--- config.mk ---
export PLATFORM = sky130hd
export DESIGN_NAME = irq_bank
export DESIGN_NICKNAME = d
export VERILOG_FILES = /design/src/rtl/irq_bank_pkg.sv /design/src/rtl/irq_bank_decode.sv /design/src/rtl/irq_bank_regs.sv /design/src/rtl/irq_bank_rdmux.sv /design/src/rtl/irq_bank.sv
export SDC_FILE = /design/constraint.sdc
export NUM_CORES = 1
export LEC_CHECK = 0
export BUFFER_PORTS_ARGS = -buffer_cell sky130_fd_sc_hd__buf_2
export CORE_MARGIN = 2
export CORE_UTILIZATION = 45
export DETAILED_ROUTE_END_ITERATION = 7
export PLACE_DENSITY = 0.72
export SLEW_MARGIN = 5
export SYNTH_ARGS = -nofsm -noshare
export SYNTH_HDL_FRONTEND = slang
export SYNTH_SLANG_ARGS = --single-unit
--- constraint.sdc ---
create_clock -name clk -period 3.4 [get_ports clk]
set_clock_uncertainty 0.15 [all_clocks]
set_input_delay 0.34 -clock clk [delete_from_list [all_inputs] [get_ports clk]]
set_output_delay 0.34 -clock clk [all_outputs]
set_load 0.03 [all_outputs]
--- src/rtl/irq_bank_pkg.sv ---
package irq_bank_pkg;

    // Byte offsets; software drivers depend on these values
    localparam int unsigned OFS_EN_RD   = 32'h50;
    localparam int unsigned OFS_EN_SET  = 32'h54;
    localparam int unsigned OFS_EN_CLR  = 32'h58;
    localparam int unsigned OFS_FLG_RD  = 32'h68;
    localparam int unsigned OFS_FLG_SET = 32'h6C;
    localparam int unsigned OFS_FLG_CLR = 32'h70;

    typedef enum logic [2:0] {
        ACC_NONE,
        ACC_EN_RD,
        ACC_EN_SET,
        ACC_EN_CLR,
        ACC_FLG_RD,
        ACC_FLG_SET,
        ACC_FLG_CLR
    } acc_e;

endpackage

--- src/rtl/irq_bank_decode.sv ---
module irq_bank_decode
    import irq_bank_pkg::*;
#(
    parameter int ADDR_W = 8
) (
    input  logic [ADDR_W-1:0] addr,
    input  logic              we,
    output acc_e              rd_kind,
    output acc_e              wr_kind
);

    acc_e kind;

    always_comb begin
        if      (addr == ADDR_W'(OFS_EN_RD))   kind = ACC_EN_RD;
        else if (addr == ADDR_W'(OFS_EN_SET))  kind = ACC_EN_SET;
        else if (addr == ADDR_W'(OFS_EN_CLR))  kind = ACC_EN_CLR;
        else if (addr == ADDR_W'(OFS_FLG_RD))  kind = ACC_FLG_RD;
        else if (addr == ADDR_W'(OFS_FLG_SET)) kind = ACC_FLG_SET;
        else if (addr == ADDR_W'(OFS_FLG_CLR)) kind = ACC_FLG_CLR;
        else                                   kind = ACC_NONE;
    end

    assign rd_kind = kind;
    // Only the four alias offsets accept writes
    always_comb begin
        wr_kind = ACC_NONE;
        if (we && (kind == ACC_EN_SET || kind == ACC_EN_CLR ||
                   kind == ACC_FLG_SET || kind == ACC_FLG_CLR))
            wr_kind = kind;
    end

endmodule

--- src/rtl/irq_bank_regs.sv ---
module irq_bank_regs
    import irq_bank_pkg::*;
#(
    parameter int NSRC = 32
) (
    input  logic            clk,
    input  logic            rst_n,
    input  acc_e            wr_kind,
    input  logic [NSRC-1:0] wmask,
    input  logic [NSRC-1:0] evt,
    output logic [NSRC-1:0] en_q,
    output logic [NSRC-1:0] flag_q,
    output logic            irq_q
);

    typedef struct packed {
        logic [NSRC-1:0] en;
        logic [NSRC-1:0] flag;
        logic            irq;
    } state_t;

    state_t st_d, st_q;

    always_comb begin
        st_d = st_q;
        unique case (wr_kind)
            ACC_EN_SET:  st_d.en   = st_q.en | wmask;
            ACC_EN_CLR:  st_d.en   = st_q.en & ~wmask;
            ACC_FLG_SET: st_d.flag = st_q.flag | wmask;
            ACC_FLG_CLR: st_d.flag = st_q.flag & ~wmask;
            default: ;
        endcase
        // Hardware events are applied last so they override a clear
        st_d.flag = st_d.flag | evt;
        st_d.irq  = |(st_q.flag & st_q.en);
    end

    always_ff @(posedge clk or negedge rst_n) begin
        if (!rst_n) st_q <= '0;
        else        st_q <= st_d;
    end

    assign en_q   = st_q.en;
    assign flag_q = st_q.flag;
    assign irq_q  = st_q.irq;

endmodule

--- src/rtl/irq_bank_rdmux.sv ---
module irq_bank_rdmux
    import irq_bank_pkg::*;
#(
    parameter int NSRC   = 32,
    parameter int DATA_W = 32
) (
    input  acc_e              rd_kind,
    input  logic [NSRC-1:0]   en_q,
    input  logic [NSRC-1:0]   flag_q,
    output logic [DATA_W-1:0] rdata
);

    always_comb begin
        unique case (rd_kind)
            ACC_EN_RD:  rdata = DATA_W'(en_q);
            ACC_FLG_RD: rdata = DATA_W'(flag_q);
            default:    rdata = '0;
        endcase
    end

endmodule

--- src/rtl/irq_bank.sv ---
module irq_bank
    import irq_bank_pkg::*;
#(
    parameter int ADDR_W = 8,
    parameter int DATA_W = 32,
    parameter int NSRC   = 32
) (
    input  logic              clk,
    input  logic              rst_n,
    input  logic [ADDR_W-1:0] bus_addr,
    input  logic              bus_we,
    input  logic [DATA_W-1:0] bus_wdata,
    output logic [DATA_W-1:0] bus_rdata,
    input  logic [NSRC-1:0]   evt_i,
    output logic              irq_o
);

    acc_e            rd_kind;
    acc_e            wr_kind;
    logic [NSRC-1:0] wmask;
    logic [NSRC-1:0] en_q;
    logic [NSRC-1:0] flag_q;

    assign wmask = bus_wdata[NSRC-1:0];

    irq_bank_decode #(.ADDR_W(ADDR_W)) u_dec (
        .addr    (bus_addr),
        .we      (bus_we),
        .rd_kind (rd_kind),
        .wr_kind (wr_kind)
    );

    irq_bank_regs #(.NSRC(NSRC)) u_regs (
        .clk     (clk),
        .rst_n   (rst_n),
        .wr_kind (wr_kind),
        .wmask   (wmask),
        .evt     (evt_i),
        .en_q    (en_q),
        .flag_q  (flag_q),
        .irq_q   (irq_o)
    );

    irq_bank_rdmux #(.NSRC(NSRC), .DATA_W(DATA_W)) u_rd (
        .rd_kind (rd_kind),
        .en_q    (en_q),
        .flag_q  (flag_q),
        .rdata   (bus_rdata)
    );

endmodule

==> results by stage, run 1 <==
Outcome:
- The flow ran to the end, and the final reports show no timing, DRC or antenna violations.

Clock network:
- The clock sink count is 65.
- The later pin in the worst-skew pair is clocked with a latency of 340 ps.
- The number of gates resized after CTS is 0.
- The clock passes through at most 2 buffers.
- In this run the post-CTS setup repair buffer count came out at 0.
- TritonCTS built the clock tree.
- Buffers inserted to repair hold after CTS numbered 0.
- The H-tree generated during clock tree synthesis spans 3 levels.
- The clock slew at the register clock pins of the worst setup and hold paths is 90 ps.
- The number of buffers added by the clock tree synthesis step is 9.
- The root buffer cell is sky130_fd_sc_hd__clkbuf_8.

Floorplan:
- The initial utilization of the core area, before any placement, comes to 46.34%.
- The I/O pin count is 108.
- The floorplan has 31 rows.
- The die is 90.20 um tall.
- The horizontal die dimension is 90.20 um.
- The core region is 0.007214 mm2.
- The total die area is 0.008135 mm2.

Pwr:
- The total leakage power is 1.738 nW.
- The total power density per cell area is 436.1 mW/mm2.
- In this run switching power makes up 26.91% of total power.
- The relative contribution of combinational cells to total power is 12.4%.
- The share of total power dissipated in sequential elements is 46.8%.
- The switching component of the power is 485.7 uW.
- In this run, the clock network consumes 40.8% of the power.
- The internal cell power is 1.319 mW.
- The worst-case vdd ir drop is 0.2002 mV.

Placement:
- The count of buffers from port buffering is 107.
- At the end of routability-driven placement, the weighted congestion stood at 0.8310.
- After legalization and detailed placement, the total HPWL measured 6.548 mm.
- Including well taps, the total number of placed cells is 475.

Yosys:
- The Yosys step of the flow raised 0 warnings.
- The biggest area contributor in the post-synthesis netlist is sky130_fd_sc_hd__dfrtp_1.
- After synthesis the netlist holds a flip-flop and latch count of 65.
- The post-synthesis net count is 369.
- The number of library cell types mapped by synthesis is 23.
- Yosys attributes the largest share of cell area to sky130_fd_sc_hd__dfrtp_1 (49%), sky130_fd_sc_hd__a221o_1 (9.6%), sky130_fd_sc_hd__a22o_1 (8.4%).
- The top cell type's share of synthesized area is 48.65%.
- The share of the Yosys chip area taken by registers is 48.65%.
- The cell count after synthesis is 294.
- The post-synth design cell area is 0.003343 mm2.
- A synthesized cell averages 11.37 um2.

Cells and area:
- The number of antenna diodes is 0.
- Relative to the synthesized area, the layout overhead comes to 23.80%.
- Across the whole layout, storage elements account for 0.001627 mm2.
- The post-layout net count is 462.
- The count of cells in the finished layout, fillers not included, comes to 491.
- The top cell types in the final layout, fill and taps aside, are sky130_fd_sc_hd__buf_2 (107), sky130_fd_sc_hd__dfrtp_1 (65), sky130_fd_sc_hd__nand4_1 (36).
- The most common cell after layout, fill and taps aside is sky130_fd_sc_hd__buf_2.
- The area of the multi-input gates is 0.001553 mm2.
- The share of cells above drive strength 1 is 35.71%.
- The filler cells instantiated in the layout total 663.

Setup path:
- The capturing element type of the critical path is an output pin.
- Of all nets on the critical path, the largest fanout is 32.
- The kind of start point of the critical path is an input pin.
- The classification of the worst setup path is input pin to output pin.
- The worst path arrival time is 2030 ps.
- The data required time at the worst endpoint is 2910 ps.

STA:
- In the final timing run, aggregate negative setup slack is 0 ps.
- The final critical path takes up 74.24% of the cycle.
- The total setup violations reported at the end of the flow is 0.
- The transition time at the pin with the least slew margin is 1083 ps.
- Setup repair after global routing left no endpoint under its margin.
- The number of hold violations in the final report came to 0.
- The max-slew violation count is 0.
- Timing would allow up to 396.2 MHz.
- The worst path in the final design needs a cycle of 2524 ps, including I/O delays and setup.
- The normalized max-slew margin is 27.78%.

Routing:
- After detailed routing, the total wire length is 10.30 mm.
- After detailed routing, the average wire length per cell comes to 20.98 um.
- The first detailed-routing pass ran for 4 iterations.
- The post-detailed-route via-to-cell ratio is 6.770.
- In this run, the number of DRC markers left after iteration 0 of detailed routing was 271.
- The remaining antenna violation count after routing is 0.
- The number of remaining DRC errors is 0.
- The routed layout has 3324 vias.

Global route:
- The number of antenna violations at the first check in global routing is 0.
- Global routing consumed, over all layers together, 25.54% of the routing resources.
- The number of global-route vias before repair was 3236.
- The remaining global-route overflow is 0.
- The largest net degree at the start of global routing is 65.
- The first global-routing pass estimated 16.93 mm of wire.

Job:
- The number of maximum-capacitance constraint violations is 0.

Min path:
- The path category of the worst min-delay check is input pin to register.
==> critical path: stages <==
cell and delay, ps:
sky130_fd_sc_hd__buf_2 110, sky130_fd_sc_hd__or4b_4 590, sky130_fd_sc_hd__nor3_4 190, sky130_fd_sc_hd__buf_4 380, sky130_fd_sc_hd__a22o_1 210, sky130_fd_sc_hd__buf_2 200
==> synthesized netlist by cell type (all sizes together) <==
library cell	count
a21oi	32
a221o	32
a22o	32
a22oi	16
a41oi	32
and3	1
and3b	1
buf	20
clkbuf	15
dfrtp	65
nand2b	2
nand3	1
nand4	36
nor3	3
nor3b	1
nor4b	1
nor4bb	1
or4	1
or4b	1
xor2	1
==> per-layer routing <==
metal / vias up / GRT usage, % / part of all wire [%]
li1: 1465 / - / -
met1: 1681 / 36.91 / 44
met2: 158 / 37.97 / 47
met3: 20 / 5.616 / 7.2
met4: 0 / 9.103 / 1.8
met5: - / 0 / 0
==> per-stage QoR <==
step           worst slack, ps  util, %  power (mW)  hold WS [ps]  cell area (um2)
2_1_floorplan             1235        -      0.9575        -105.6             3343
3_3_place_gp             895.2    54.25       1.078         372.6             3914
3_5_place_dp             896.6    54.25       1.082         375.8             3914
4_1_cts                  892.4    57.37       1.816         29.80             4139
5_1_grt                  798.1    57.37       1.887         30.92             4139
6_report                 875.9    57.37       1.805         43.34             4139
==> area by class of cell <==
type	instances	area share (%)
timing repair buffer	117	14.75
clock inverter	7	2.449
clock buffer	9	2.993
tap	99	2.993
sequential	65	39.30
multi-input combinational	194	37.52
==> cell families after synthesis <==
kind of cell	after synthesis	synth area share [%]
AOI/OAI and AO/OA	144	34.73
buffers and inverters	35	5.950
and+or+nand+nor	49	10.40
DFF	65	48.65
xor gates and xnor gates	1	0.2620
==> path summary, 6_finish.rpt <==
check,from,end,slack [ps],cells past startpoint
max,bus_addr[1],bus_rdata[5],880,6
min,evt_i[17],u_regs.flag_q[17],40,2
max reg2reg,register,u_regs.irq_q,1770,3
min reg2reg,u_regs.flag_q[16],u_regs.flag_q[16],400,1
max in group asynchronous,rst_n,async pin,2270,2
min in group asynchronous,rst_n,u_regs.flag_q[29],50,1
==> power by group through the flow <==
stage / Clock, mW / Combinational [mW] / Sequential [mW]
5_1_grt: 0.791 / 0.249 / 0.848
4_1_cts: 0.748 / 0.226 / 0.843
3_3_place_gp: 0 / 0.221 / 0.857
6_report: 0.736 / 0.224 / 0.845
3_5_place_dp: 0 / 0.224 / 0.858
2_1_floorplan: 0 / 0.108 / 0.850
Power figures use the tool's default switching activity.
==> inputs of run 2 (changes only) <==
--- a/config.mk
+++ b/config.mk
@@ -9,7 +9,7 @@
 export CORE_MARGIN = 2
 export CORE_UTILIZATION = 45
 export DETAILED_ROUTE_END_ITERATION = 7
-export PLACE_DENSITY = 0.72
+export PLACE_DENSITY = 0.75
 export SLEW_MARGIN = 5
 export SYNTH_ARGS = -nofsm -noshare
 export SYNTH_HDL_FRONTEND = slang
==> constraint.sdc (replaced) <==
create_clock -name clk -period 2.13 [get_ports clk]
set_clock_uncertainty 0.15 [all_clocks]
set_input_delay 0.213 -clock clk [delete_from_list [all_inputs] [get_ports clk]]
set_output_delay 0.213 -clock clk [all_outputs]
set_load 0.03 [all_outputs]
==> results by stage, run 2 (synthesis gave the netlist of run 1 again) <==
Outcome:
- The run finished with clean final reports.

Setup path:
- The classification of the worst setup path is input pin to register.
- The worst path arrival time is 2240 ps.
- The signal on the critical path passes through buf_2 -> or4b_4 -> buf_4 -> nor3_4 -> buf_12 -> a221o_1 -> dlygate4sd3_1.
- In this run the worst path has a maximum fanout of 16.
- The largest single stage delay on the critical path is 550 ps.
- The worst setup path is launched from an input pin.
- STA classifies the critical path endpoint as a register.
- STA puts the critical path data required time at 2250 ps.
- The slowest stage of the critical path belongs to the cell sky130_fd_sc_hd__or4b_4.

STA:
- In this run the tightest slew margin relative to its limit is 63.37%.
- The final worst slack is 9.589 ps.
- The total setup violations reported at the end of the flow is 0.
- Summed over all failing endpoints, the final setup total negative slack is 0 ps.
- The minimum clock period is 2120 ps.
- Static timing analysis puts the maximum clock frequency at 471.6 MHz.
- For the pin with the worst max-slew slack, the measured transition is 549.4 ps.
- The max-slew violation count is 0.
- The number of hold violations in the final report is 0.
- Across all hold checks on the routed design, the worst slack comes to 242.4 ps.
- The final critical-path share of the clock period is 99.55%.

Cells and area:
- The area occupied by registers is 0.001627 mm2.
- The number of antenna diodes is 0.
- The post-layout net count is 540.
- Fill cells in the final layout number 541.
- The most common cell after layout, fill and taps aside is sky130_fd_sc_hd__buf_2.
- Of the cells placed in the final design, the portion with a size suffix greater than 1 is 30.41%.
- Relative to the synthesized area, the layout overhead comes to 48.05%.
- The non-filler instance count after layout is 566.
- The area of the multi-input gates is 0.001553 mm2.
- The library cells used most frequently in the layout, excluding fill and tap cells, are sky130_fd_sc_hd__buf_2 (107), sky130_fd_sc_hd__dlygate4sd3_1 (71), sky130_fd_sc_hd__dfrtp_1 (65), sky130_fd_sc_hd__nand4_1 (36).

Clock network:
- The maximum buffer depth of the clock tree is 2.
- The CTS tree is done.
- The clock slew at the register clock pins of the worst setup and hold paths is 70 ps.
- The level count of the clock H-tree is 3.
- The clock latency on the worst-skew pair is 340 ps.
- Clock tree synthesis inserted a total of 9 buffers.
- The tree is rooted in a sky130_fd_sc_hd__clkbuf_8.
- The number of gates resized after CTS is 0.
- The clock net in this run drives a total of 65 sinks.

Routing:
- The first detailed-routing pass took 5 iterations.
- The final layout contains routed wiring with a total length of 11.97 mm.
- The DRC violation total after the first TritonRoute iteration is 346.
- The number of remaining DRC errors is 0.
- The average wire length per cell after detail routing is 21.15 um.
- The detail route stage leaves a number of antenna-violating nets equal to 0.
- The post-detailed-route via-to-cell ratio is 6.580.
- Across all layers, the routed design uses 3724 vias.

Floorplan:
- The initialized floorplan defines 31 standard-cell rows.
- The region available for standard cell placement spans 0.007214 mm2.
- During I/O placement, the number of pins put on the boundary was 108.
- The starting density of the core is 46.34%.
- The die covers 0.008135 mm2.
- Measured along the y axis, the die boundary spans 90.20 um.
- The horizontal die dimension is 90.20 um.

Placement:
- Prior to clock tree synthesis, the placed netlist has a worst setup slack of 41.02 ps.
- At the end of routability-driven placement, the weighted congestion stood at 0.8130.
- Port buffering added 107 buffers.
- The wire-length estimate of the detail-placed layout is 6.967 mm.
- The number of placed cells counting well taps is 480.

Global route:
- The number of global-route vias before repair is 3691.
- The first global-routing pass estimated 18.80 mm of wire.
- Global routing used 29.03% of the available tracks across all layers.
- The number of antenna violations at the first check in global routing is 0.
- The largest net degree at the start of global routing is 45.
- The remaining global-route overflow is 0.

Pwr:
- The total power is 2.693 mW.
- The worst-case vdd ir drop is 0.3357 mV.
- The total power density per cell area is 544.2 mW/mm2.
- The total leakage power is 2.056 nW.

Min path:
- The path category of the worst min-delay check is input pin to async pin.

Job:
- The number of maximum-capacitance constraint violations is 0.
[run 2: cell count changes in the layout (fill, tap and decap cells not counted), sizes merged]
cell	before	now
dlygate4sd3	0	71
buf	117	122
clkbuf	9	14
bufinv	2	0
clkinvlp	2	0
inv	2	0
[run 2: critical path, delay by kind of cell]
family	cells	cell delay, ps
buffers and inverters	4	1040
and+or+nand+nor	2	800
AOI/OAI and AO/OA	1	170
[run 2: metrics by stage]
stage | util [%] | area, um2
3_5_place_dp | 55.98 | 4039
6_report | 68.61 | 4950
3_3_place_gp | 55.98 | 4039
2_1_floorplan | - | 3343
5_1_grt | 68.61 | 4950
4_1_cts | 67.92 | 4900
[run 2: power breakdown]
| part | leakage, nW | total [mW] | switching, mW | internal, mW |
|---|---|---|---|---|
| registers | 0.724 | 1.35 | 0.0571 | 1.29 |
| logic | 1.25 | 0.472 | 0.240 | 0.233 |
| clock network | 0.0782 | 0.870 | 0.436 | 0.434 |
[run 2: metal layers]
metal	vias to the layer above	GRT usage (%)	wire length (um)
met5	-	0	0
met4	0	12.18	338
met3	30	4.778	885
met2	226	47.56	5827
met1	1858	38.36	4922
li1	1610	-	-
[run 2: path summary, 6_finish.rpt]
kind	to	cells past startpoint	start	slack [ps]
worst max-delay path	u_regs.flag_q[9]	7	bus_addr[1]	10
max in group asynchronous	async pin	3	rst_n	950
worst min-delay path	u_regs.flag_q[19]	2	rst_n	240
worst max register to register	u_regs.irq_q	3	register	520
min in group clk	u_regs.flag_q[2]	4	bus_addr[4]	300
worst min register to register	u_regs.flag_q[11]	1	u_regs.flag_q[11]	400
[run 2: final cells by class]
cell class | instances | share of cell area [%]
Multi-Input combinational cell | 194 | 31.37
Sequential cell | 65 | 32.86
Clock inverter | 1 | 0.1011
Tap cell | 99 | 2.503
Timing Repair Buffer | 195 | 30.23
Clock buffer | 12 | 2.932
[run 2: timing repair]
| item | 4_1_cts | 5_1_grt |
|---|---|---|
| buffers inserted | 0 | 0 |
| hold endpoints to repair | 85 | 0 |
| endpoints found under the setup margin | 0 | 7 |
| hold buffers | 71 | 0 |
==> inputs of run 3 (changes only) <==
--- a/config.mk
+++ b/config.mk
@@ -9,7 +9,7 @@
 export CORE_MARGIN = 2
 export CORE_UTILIZATION = 45
 export DETAILED_ROUTE_END_ITERATION = 7
-export PLACE_DENSITY = 0.75
+export PLACE_DENSITY = 0.8
 export SLEW_MARGIN = 5
 export SYNTH_ARGS = -nofsm -noshare
 export SYNTH_HDL_FRONTEND = slang
==> constraint.sdc (replaced) <==
create_clock -name clk -period 2.13 [get_ports clk]
set_clock_uncertainty 0.15 [all_clocks]
set_input_delay 0.426 -clock clk [delete_from_list [all_inputs] [get_ports clk]]
set_output_delay 0.426 -clock clk [all_outputs]
set_load 0.03 [all_outputs]
==> results by stage, run 3 (synthesis gave the netlist of run 1 again) <==
Setup path:
- Traced cell by cell, the critical path runs through buf_6 -> buf_4 -> nor4b_2 -> and3_2 -> buf_12 -> a22o_4 -> buf_6.
- The largest incremental delay on the critical path is 410 ps.
- In this run the worst path has a maximum fanout of 22.
- The classification of the worst setup path is input pin to output pin.
- The slowest stage of the critical path belongs to the cell sky130_fd_sc_hd__nor4b_2.
- The worst setup path is launched from an input pin.
- The data required time at the worst endpoint is 1550 ps.
- At the worst endpoint, the arrival time is 1910 ps.
- The most numerous cell type found on the critical path is sky130_fd_sc_hd__buf_6.
- STA classifies the critical path endpoint as an output pin.

Cells and area:
- The number of antenna diodes is 0.
- Counting the fill cells in the layout gives 554.
- The finished cells cover 0.004895 mm2.
- Relative to the synthesized area, the layout overhead comes to 46.41%.
- Summing all multi-input logic gate instances after layout gives 0.001827 mm2.
- The utilization after layout is 67.85%.
- The area occupied by registers is 0.001627 mm2.
- Cells with a size suffix above 1 make up 46.60% of the layout.
- The most common cell after layout, fill and taps aside is sky130_fd_sc_hd__buf_2.
- At the end of the flow, the number of nets in the layout was 482.
- The library cells used most frequently in the layout, excluding fill and tap cells, are sky130_fd_sc_hd__buf_2 (73), sky130_fd_sc_hd__dfrtp_1 (65), sky130_fd_sc_hd__nand4_1 (36), sky130_fd_sc_hd__buf_6 (36).

Clock network:
- The root buffer cell is sky130_fd_sc_hd__clkbuf_8.
- In this run the number of H-tree levels came out at 3.
- Clock tree synthesis inserted a total of 9 buffers.
- The longest clock path from root to sink contains 2 buffers.
- Counting every sink on the clock net gives 65.
- TritonCTS built the clock tree.
- At the later pin of the worst-skew pair, clock insertion delay measures 340 ps.
- Clock-pin slew was measured on the worst setup and hold paths at 80 ps.

Pwr:
- The completed layout was analyzed and its total power is 2.977 mW.
- For this design the static power due to leakage is 2.140 nW.
- The worst-case vdd ir drop is 0.3342 mV.
- The total power density per cell area is 608.2 mW/mm2.

Global route:
- Global routing consumed, over all layers together, 28.53% of the routing resources.
- The first-pass GRT wire length is 18.39 mm.
- The number of global-route vias before repair is 3532.
- Global routing finished with a remaining overflow of 0.
- The number of antenna violations at the first check in global routing was 0.
- Entering global routing, the biggest net connects 65 pins.

Routing:
- In the routed design, unresolved DRC markers number 0.
- The final layout contains routed wiring with a total length of 11.69 mm.
- The remaining antenna violation count after routing is 0.
- The DRC violation total after the first TritonRoute iteration is 374.
- The first detailed-routing pass took 5 iterations.
- For this block, the via count after detailed routing is 3487.
- Using the TritonRoute via totals, the vias-per-cell ratio works out to 6.824.
- In the final routed layout, each cell accounts on average for 22.88 um.

STA:
- Setup repair after global routing could not meet its margin everywhere.
- The total setup violations reported at the end of the flow is 33.
- Measured against its own limit, the worst slew margin works out to 56.14%.
- Subtracting the final worst setup slack from the clock period gives 2485 ps.
- The final critical-path share of the clock period is 116.6%.
- For the pin with the worst max-slew slack, the measured transition is 657.8 ps.
- The number of hold violations in the final report came to 0.
- For this run, the top clock speed supported by timing is 402.5 MHz.
- The max-slew violation count came to 0.
- The final worst slack is -354.6 ps.

Placement:
- OpenSTA, run right after detailed placement, puts the worst setup slack at -323.8 ps.
- Once detailed placement completed, the half-perimeter wirelength came to 7.461 mm.
- The standard cell area after detailed placement is 0.004375 mm2.
- The congestion estimate from routability-driven global placement came to 0.8854.
- The count of buffers from port buffering is 107.

Floorplan:
- The total area inside the core boundary comes to 0.007214 mm2.
- The total die area is 0.008135 mm2.
- The starting density of the core is 46.34%.
- The horizontal die dimension is 90.20 um.
- The die is 90.20 um tall.
- The I/O pin count is 108.
- The number of rows created at floorplan is 31.

Outcome:
- The flow ran to the end, but the final reports show violations.
- The final reports fail on negative setup slack.

Min path:
- The path category of the worst min-delay check is input pin to register.

Job:
- The number of maximum-capacitance constraint violations is 0.
[run 3: cell types whose count changed in the layout (fill, tap and decap cells not counted), moves of 2 or more]
cell,before,now
sky130_fd_sc_hd__dlygate4sd3_1,71,1
sky130_fd_sc_hd__buf_4,8,19
sky130_fd_sc_hd__buf_2,107,73
sky130_fd_sc_hd__buf_6,0,36
sky130_fd_sc_hd__a22o_4,0,31
sky130_fd_sc_hd__clkbuf_1,2,0
sky130_fd_sc_hd__bufinv_16,0,2
sky130_fd_sc_hd__a22o_1,32,0
[run 3: critical path, delay by kind of cell]
family / cells / cell delay [ps]
and+or+nand+nor: 2 / 740
buffers and inverters: 4 / 550
AOI/OAI and AO/OA: 1 / 180
[run 3: metal layers]
| metal | GRT usage (%) | part of all wire (%) | vias up |
|---|---|---|---|
| li1 | - | - | 1503 |
| met1 | 39.09 | 40 | 1749 |
| met3 | 4.946 | 7.5 | 23 |
| met2 | 45.55 | 50 | 212 |
| met5 | 0 | 0 | - |
| met4 | 10.77 | 2.4 | 0 |
[run 3: path summary, 6_finish.rpt]
check | startpoint | end | slack (ps) | depth (start not counted)
min | evt_i[13] | u_regs.flag_q[13] | 130 | 2
max reg2reg | register | u_regs.irq_q | 460 | 3
max | bus_addr[1] | bus_rdata[14] | -350 | 7
min reg2reg | u_regs.flag_q[10] | u_regs.flag_q[10] | 410 | 1
min in group asynchronous | rst_n | async pin | 440 | 2
max in group asynchronous | rst_n | async pin | 780 | 3
[run 3: repair_timing]
action,4_1_cts,5_1_grt
cloned,0,1
setup buffers,0,2
endpoints found under the hold margin,19,0
hold buffers,1,0
resized for setup,65,7
setup endpoints to repair,32,32
[run 3: cell type report]
type	count	area share, %
Clock buffer	11	3.093
Clock inverter	5	1.585
Multi-Input combinational cell	194	37.32
Sequential cell	65	33.23
Tap cell	99	2.531
Timing Repair Buffer	137	22.24
[run 3: power by group]
| group | switching [mW] | internal, mW |
|---|---|---|
| clock | 0.493 | 0.719 |
| combinational | 0.229 | 0.177 |
| sequential | 0.0660 | 1.29 |
| total | 0.788 | 2.19 |
[run 3: per-stage QoR]
step	setup TNS, ps	std cells	hold WS, ps
floorplan	-1239	294	-19.59
CTS	-7068	508	119.5
detailed placement	-14790	491	272.8
finish	-10630	511	125.5
global route	-10460	511	113.5
global placement	-13250	491	263.5
